===== src/rtl/evt_timer_pkg.sv =====
package evt_timer_pkg;

   typedef enum logic {
      SRC_CYCLE = 1'b0,
      SRC_PIN   = 1'b1
   } evt_src_e;

   typedef enum logic {
      EDGE_RISE = 1'b0,
      EDGE_FALL = 1'b1
   } evt_edge_e;

endpackage


===== src/rtl/evt_pin_sync.sv =====
module evt_pin_sync #(
   parameter int STAGES = 2
) (
   input  logic clk,
   input  logic rst_n,
   input  logic pin,
   input  logic fall_sel,
   output logic edge_o
);
   import evt_timer_pkg::*;

   if (STAGES < 2) begin : g_bad_stages
      $error("evt_pin_sync: STAGES must be at least 2");
   end

   logic [STAGES-1:0] chain_q;
   logic              prev_q;
   logic              rise, fall;

   always_ff @(posedge clk or negedge rst_n) begin
      if (!rst_n) begin
         chain_q <= '0;
         prev_q  <= 1'b0;
      end else begin
         chain_q <= {chain_q[STAGES-2:0], pin};
         prev_q  <= chain_q[STAGES-1];
      end
   end

   always_comb begin
      rise   = chain_q[STAGES-1] & ~prev_q;
      fall   = ~chain_q[STAGES-1] & prev_q;
      edge_o = (evt_edge_e'(fall_sel) == EDGE_FALL) ? fall : rise;
   end

endmodule


===== src/rtl/evt_prescaler.sv =====
module evt_prescaler #(
   parameter int RATE_W  = 3,
   parameter bit HAS_PSC = 1'b1
) (
   input  logic              clk,
   input  logic              rst_n,
   input  logic              clr,
   input  logic              adv,
   input  logic              bypass,
   input  logic [RATE_W-1:0] rate,
   output logic              tick
);
   localparam int PSC_W = 1 << RATE_W;

   if (RATE_W < 1 || RATE_W > 4) begin : g_bad_rate
      $error("evt_prescaler: RATE_W must be within 1..4");
   end

   if (HAS_PSC) begin : g_psc
      logic [PSC_W-1:0] psc_q;
      logic [PSC_W:0]   ratio, ratio_m1;
      logic [PSC_W-1:0] term;
      logic             hit;

      always_comb begin
         ratio    = (PSC_W+1)'(2) << rate;
         ratio_m1 = ratio - (PSC_W+1)'(1);
         term     = ratio_m1[PSC_W-1:0];
         hit      = (psc_q >= term);
         tick     = adv & (bypass | hit);
      end

      always_ff @(posedge clk or negedge rst_n) begin
         if (!rst_n) begin
            psc_q <= '0;
         end else if (clr) begin
            psc_q <= '0;
         end else if (adv && !bypass) begin
            psc_q <= hit ? '0 : psc_q + 1'b1;
         end
      end
   end else begin : g_nopsc
      logic unused_psc_in;
      assign unused_psc_in = ^{clk, rst_n, clr, bypass, rate};
      assign tick = adv;
   end

endmodule


===== src/rtl/evt_wr_hold.sv =====
module evt_wr_hold #(
   parameter int HOLD = 2
) (
   input  logic clk,
   input  logic rst_n,
   input  logic load,
   input  logic cyc_en,
   output logic busy
);
   localparam int HW = $clog2(HOLD + 1);

   if (HOLD < 1) begin : g_bad_hold
      $error("evt_wr_hold: HOLD must be at least 1");
   end

   logic [HW-1:0] hold_q;

   always_ff @(posedge clk or negedge rst_n) begin
      if (!rst_n) begin
         hold_q <= '0;
      end else if (load) begin
         hold_q <= HW'(HOLD);
      end else if (cyc_en && hold_q != '0) begin
         hold_q <= hold_q - 1'b1;
      end
   end

   assign busy = (hold_q != '0);

endmodule


===== src/rtl/evt_timer8.sv =====
module evt_timer8 #(
   parameter int CNT_W       = 8,
   parameter int RATE_W      = 3,
   parameter bit HAS_PSC     = 1'b1,
   parameter int SYNC_STAGES = 2,
   parameter int WR_HOLD     = 2
) (
   input  logic              clk,
   input  logic              rst_n,
   input  logic              cyc_en,
   input  logic              ext_pin,
   input  logic              sleep,
   input  logic              src_ext,
   input  logic              edge_fall,
   input  logic              psc_bypass,
   input  logic [RATE_W-1:0] psc_rate,
   input  logic              irq_en,
   input  logic              wr_cnt,
   input  logic [CNT_W-1:0]  wr_data,
   input  logic              flag_clr,
   output logic [CNT_W-1:0]  count,
   output logic              ovf_flag,
   output logic              irq
);
   import evt_timer_pkg::*;

   localparam logic [CNT_W-1:0] CNT_MAX = {CNT_W{1'b1}};

   if (CNT_W < 2) begin : g_bad_cnt
      $error("evt_timer8: CNT_W must be at least 2");
   end

   logic pin_edge;
   logic hold_busy;
   logic src_evt;
   logic adv;
   logic tick;
   logic wrap;
   logic [CNT_W-1:0] cnt_q;
   logic flag_q;

   evt_pin_sync #(.STAGES(SYNC_STAGES)) u_sync (
      .clk      (clk),
      .rst_n    (rst_n),
      .pin      (ext_pin),
      .fall_sel (edge_fall),
      .edge_o   (pin_edge)
   );

   evt_wr_hold #(.HOLD(WR_HOLD)) u_hold (
      .clk    (clk),
      .rst_n  (rst_n),
      .load   (wr_cnt),
      .cyc_en (cyc_en),
      .busy   (hold_busy)
   );

   always_comb begin
      src_evt = (evt_src_e'(src_ext) == SRC_PIN) ? pin_edge : cyc_en;
      adv     = src_evt & ~sleep & ~hold_busy & ~wr_cnt;
   end

   evt_prescaler #(.RATE_W(RATE_W), .HAS_PSC(HAS_PSC)) u_psc (
      .clk    (clk),
      .rst_n  (rst_n),
      .clr    (wr_cnt),
      .adv    (adv),
      .bypass (psc_bypass),
      .rate   (psc_rate),
      .tick   (tick)
   );

   assign wrap = tick & (cnt_q == CNT_MAX);

   always_ff @(posedge clk or negedge rst_n) begin
      if (!rst_n) begin
         cnt_q <= '0;
      end else if (wr_cnt) begin
         cnt_q <= wr_data;
      end else if (tick) begin
         cnt_q <= cnt_q + 1'b1;
      end
   end

   always_ff @(posedge clk or negedge rst_n) begin
      if (!rst_n) begin
         flag_q <= 1'b0;
      end else begin
         flag_q <= (flag_q & ~flag_clr) | wrap;
      end
   end

   assign count    = cnt_q;
   assign ovf_flag = flag_q;
   assign irq      = flag_q & irq_en;

endmodule


===== config.mk =====
export PLATFORM = sky130hd
export DESIGN_NAME = evt_timer8
export DESIGN_NICKNAME = d
export VERILOG_FILES = /design/src/rtl/evt_timer_pkg.sv /design/src/rtl/evt_pin_sync.sv /design/src/rtl/evt_prescaler.sv /design/src/rtl/evt_wr_hold.sv /design/src/rtl/evt_timer8.sv
export SDC_FILE = /design/constraint.sdc
export NUM_CORES = 1
export LEC_CHECK = 0
export ABC_AREA = 1
export ABC_CLOCK_PERIOD_IN_PS = 2100
export CAP_MARGIN = 20
export CORE_MARGIN = 2
export CORE_UTILIZATION = 51
export DETAILED_ROUTE_END_ITERATION = 8
export PLACE_DENSITY = 0.88
export SYNTH_ARGS = -nofsm -noshare
export SYNTH_HDL_FRONTEND = slang
export SYNTH_HIERARCHICAL = 1
export SYNTH_SLANG_ARGS = --single-unit
export TNS_END_PERCENT = 30

===== constraint.sdc =====
create_clock -name clk -period 2.1 [get_ports clk]
set_input_delay 0.42 -clock clk [delete_from_list [all_inputs] [get_ports clk]]
set_output_delay 0.42 -clock clk [all_outputs]
set_load 0.05 [all_outputs]

### Word level (Yosys, flattened, before mapping)

Cells that the tools add are included.

| cells by class | value |
|---|---|
| muxes and demuxes | 9 |
| bitwise operators | 17 |
| shift-type cells | 1 |
| reductions and logical operators | 7 |
| eq/ne operators | 1 |
| $lt $le $gt $ge | 1 |
| add/sub/neg operators | 4 |

Operator list:

| cell | number |
|---|---|
| 8-bit two-way mux | 5 |
| 8-bit by 1-bit adder with 8-bit output (second input constant) | 2 |
| 1-bit AND | 9 |
| 8-bit == test (second input constant) | 1 |
| 8-bit >= comparator | 1 |
| 2-bit nonzero test | 4 |
| 2-bit by 3-bit << shifter with 8-bit output (first input constant) | 1 |
| 8-bit by 1-bit subtractor with 8-bit output (second input constant) | 1 |
| 1-bit NOT | 6 |
| 2-bit two-way mux | 2 |
| 1-bit logical AND | 2 |
| 1-bit two-way mux | 2 |
| 1-bit OR | 2 |
| 2-bit by 1-bit subtractor with 2-bit output (second input constant) | 1 |
| 1-bit zero test | 1 |

| word-level totals | value |
|---|---|
| logic and storage cells | 46 |
| register bits after elaboration | 22 |

### Logic depth before layout (Yosys ltp)

| logic depth | value |
|---|---|
| depth after elaboration | 10 |
| depth in mapped cells | 21 |
| depth with buffers taken out | 21 |

### Cells and area by module

The synthesis kept the hierarchy.

Modules (own cells, without submodules):

| module | instances | area an instance (sq um) | cells an instance |
|---|---|---|---|
| evt_prescaler | 1 | 783.3 | 105 |
| evt_timer8 | 1 | 588.1 | 74 |
| evt_wr_hold | 1 | 116.4 | 16 |
| evt_pin_sync | 1 | 100.1 | 9 |

### Least setup slack after synthesis

OpenSTA, ideal clock, no wires.

| timing path | value |
|---|---|
| path kind | input to register |
| start point | in psc_rate[0] |
| end point | reg cnt_q[3] (netlist: count[3]) |
| data arrival time | 2476 ps |
| stages on the path | 18 |
| setup time | 68 ps |
| required time | 2032 ps |
| slack | -443 ps |
| cell sequence | nor2_1 > inv_1 > nor2_1 > inv_1 > ha_1 > o21ai_0 > nor2_1 > a31oi_1 > ha_1 > nand2_1 > inv_1 > a21oi_4 > nand2_1 > o21ai_0 > inv_1 > nor2_2 > a22oi_1 > nand2_1 |

| on the way | value |
|---|---|
| word-level cells in the longest chain between the ends | 6 |

RTL lines:

| item | RTL line | text |
|---|---|---|
| start, declared | evt_timer8.sv:16 | `input logic [RATE_W-1:0] psc_rate,` |
| 2-bit by 3-bit << shifter with 8-bit output | evt_prescaler.sv:26 | `ratio = (PSC_W+1)'(2) << rate;` |
| 8-bit by 1-bit subtractor with 8-bit output | evt_prescaler.sv:27 | `ratio_m1 = ratio - (PSC_W+1)'(1);` |
| 8-bit >= comparator | evt_prescaler.sv:29 | `hit = (psc_q >= term);` |
| 1-bit OR | evt_prescaler.sv:30 | `tick = adv & (bypass \| hit);` |
| 1-bit AND | evt_prescaler.sv:30 |  |
| via tick | evt_timer8.sv:37 | `logic tick;` |
| 2-bit nonzero test (no source line) | n/a |  |
| end signal, assigned | evt_timer8.sv:79 | `cnt_q <= wr_data;` |
| end signal, assigned | evt_timer8.sv:81 | `cnt_q <= cnt_q + 1'b1;` |
| end, declared | evt_timer8.sv:39 | `logic [CNT_W-1:0] cnt_q;` |

The timed path passes the listed nets, and every way through them passes these cells.
A chain may end at the register's enable or synchronous reset.

### Final worst setup path

| timing path | value |
|---|---|
| start point | in psc_rate[2] |
| end point | reg cnt_q[3] (netlist: count[3]) |

The elaborated chain is that of the path after synthesis.

==> run metrics <==
number of non-filler instances in the completed layout 290; antenna violations before repair 0; GP Congestion 0.789; routed via count 1,523; Req. time, crit path 2.37 ns; Synth Net Count 237; Clock Sinks 22; DR DRC count 0; outcome complete, but fails checks; element type at the critical path end flop; Final Hold Slack 0.369 ns; Final Util 73.6%; YS warnings 6; Cell Rows 20; final worst-path cycle share 110%; RSZ-0062 raised after global routing yes; Worst Clk Skew 0.0172 ns; max_cap viols 0; worst setup path end count[3]$_DFFE_PN0P_; TritonCTS clock tree done; crit start category input port; worst-path maximum fanout 8; cells on worst reg2reg path 13; leakage 1.14 nW; beginning of the worst hold path u_sync/chain_q[0]$_DFF_PN0_; RR Endpoint u_psc/g_psc.psc_q[3]$_DFFE_PN0P_; synthesis-to-finish area growth 39.2%; global-route wire length before repair 5760 µm; total wire length 3500 µm; Hold Crit Class reg2reg; DRT antenna net count 0; Slew @ Worst Pin 0.501 ns; # hold bufs at CTS 0; routed len/inst 12.1 µm; Initial Util 52.9%; Worst-path clk slew 0.13 ns; dpl cells 283; core footprint 3000 µm²; sequential-to-total area share from yosys stat 34.7%; unique cell type count in the Yosys netlist 29; Total GRT Usage 21.4%; I/O pin cnt 32; Worst VDD drop 0.000339 V; # nets final 292; final hold vios 0; Yosys top cell by area dfrtp_1; Combinational Power Share 33.1%; Flop pwr share 47.9%; Starting DRT DRC Count 28; failing checks negative setup slack; vias in the first global route 1,454; Data arrival, critical path 2.59 ns; Sw Share 34.7%; Min Clock Period, post-route 2.32 ns; DP Wirelength 2620 µm; critical setup path kind in2reg; Post-Syn Area 1590 µm²; grt ovf 0; Setup violations, final 16; Worst-Skew Late Latency 0.32 ns; diode count 0; final worst slack -0.217 ns; layout cells sized above 1 26.8%; R2R setup slack 0.11 ns; CP startpoint psc_rate[2]; Max Slew Vio Count 0; R2R Path Start u_sync/chain_q[1]$_DFF_PN0_; Int Pwr 0.669 mW; Max clock buf depth 2; die area 3580 µm²; Yosys top cell area share 34.7%; Cells after Synth 204; largest cells by area after synthesis dfrtp_1 (35%), nand2_1 (12%), ha_1 (8.7%); FF+latch count, synth 22; pin count of the biggest net entering global routing 23; slew margin rel. 66.5%; Setup WS pre-CTS -1.02 ns; Vias/cell 5.25; pwr dens 464 nW/µm²; net switching power 0.355 mW; Design Power 1.02 mW; DRT Pass-1 Iters 4; CTS root buffer clkbuf_4; clock power share 19.0%; FMAX 432 MHz; Die Height 59.8 µm; total CTS buffers 3; DIE WIDTH 59.8 µm; Avg Cell Area, Syn 7.78 µm²; port bufs 31; Clock H-tree levels 1
## power by group through the flow
| stage | sequential, mW | combinational [mW] | clock (mW) |
|---|---|---|---|
| after floorplan | 0.542 | 0.141 | 0 |
| after global placement | 0.497 | 0.309 | 0 |
| after detailed placement | 0.498 | 0.319 | 0 |
| after CTS | 0.490 | 0.327 | 0.199 |
| after global routing | 0.496 | 0.370 | 0.227 |
| final | 0.491 | 0.339 | 0.195 |
## repair_timing
| item | 4_1_cts | 5_1_grt |
|---|---|---|
| setup buffers | 3 | 1 |
| endpoints found under the setup margin | 17 | 19 |
| gates resized for setup | 18 | 15 |
| pin swaps | 22 | 7 |
## cell usage in the layout, fill, tap and decap left out, drive strengths merged, types with 6 or more instances in the layout
cell	Yosys	layout
nand2	53	53
inv	37	37
buf	2	24
clkdlybuf4s50	0	23
dfrtp	22	22
nand3	21	21
nor2	17	17
ha	11	11
a21oi	11	11
xor2	6	6
a22oi	6	6
## through the flow
stage / setup TNS, ns / instance area (µm²)
CTS: -2.05 / 2150
finish: -2.10 / 2210
global route: -3.52 / 2210
floorplan: -2.40 / 1620
global placement: -12.70 / 2090
detailed placement: -14.93 / 2090
## cell type report
class	instances	area, µm²
multi-input cells	143	965
flip-flops and latches	22	551
clock buffers	3	22.5
inverters	37	139
repair buffers	52	492
well taps	33	41.3
fillers	220	793
## kinds of logic (layout without fill, tap and decap cells)
| family | count (synthesis) | after routing | share of synthesized area, % |
|---|---|---|---|
| simple gates | 98 | 98 | 30.7 |
| buf+inv | 39 | 92 | 9.93 |
| compound gates | 28 | 28 | 12.8 |
| flops | 22 | 22 | 34.7 |
| fa+ha+maj | 11 | 11 | 8.67 |
| xor+xnor | 6 | 6 | 3.31 |
## sequential cells by signal, summed over array words and instances, names as in the netlist
signal             cells
ovf_flag               1
u_psc/g_psc.psc_q      8
u_sync/chain_q         2
u_hold/hold_q          2
count                  8
u_sync/prev_q          1
## worst min-delay path by stage
| stage | endpoint | depth (start not counted) |
|---|---|---|
| 2_1_floorplan | count[0]$_DFFE_PN0P_ | 0 |
| 3_3_place_gp | u_sync/chain_q[1]$_DFF_PN0_ | 0 |
| 5_1_grt | u_sync/chain_q[1]$_DFF_PN0_ | 0 |
| 3_5_place_dp | u_sync/chain_q[1]$_DFF_PN0_ | 0 |
| 6_report | u_sync/chain_q[1]$_DFF_PN0_ | 0 |
| 4_1_cts | u_sync/chain_q[1]$_DFF_PN0_ | 0 |
## layer usage
layer | global-route usage (%) | wire length, µm | share of wire, % | up-vias
li1 | - | - | - | 772
met1 | 24.9 | 1450 | 41 | 705
met2 | 37.7 | 1830 | 52 | 39
met3 | 4.98 | 157 | 4.5 | 7
met4 | 8.25 | 70 | 2.0 | 0
met5 | 0 | 0 | 0 | -
## worst max-delay path, stage by stage
cell and delay [ns]:
clkdlybuf4s15_2 0.22, inv_2 0.07, nand3_2 0.10, ha_4 0.18
o21ai_2 0.06, nor2_1 0.07, a31oi_1 0.19, ha_1 0.28
nand2_2 0.09, inv_2 0.05, a21oi_4 0.16, nand2_2 0.07
o21ai_2 0.12, inv_2 0.07, nor2_4 0.23, a22oi_2 0.09
nand2_1 0.09
## synth_stat cells (all sizes together)
cell type,number
nand2,53
inv,37
dfrtp,22
nand3,21
nor2,17
a21oi,11
ha,11
a22oi,6
xor2,6
nand4,4
o21ai,4
o21bai,4
a31oi,2
buf,2
nand3b,1
nor4,1
o22ai,1
or2,1
No activity file was read; power rests on OpenSTA's default activity.
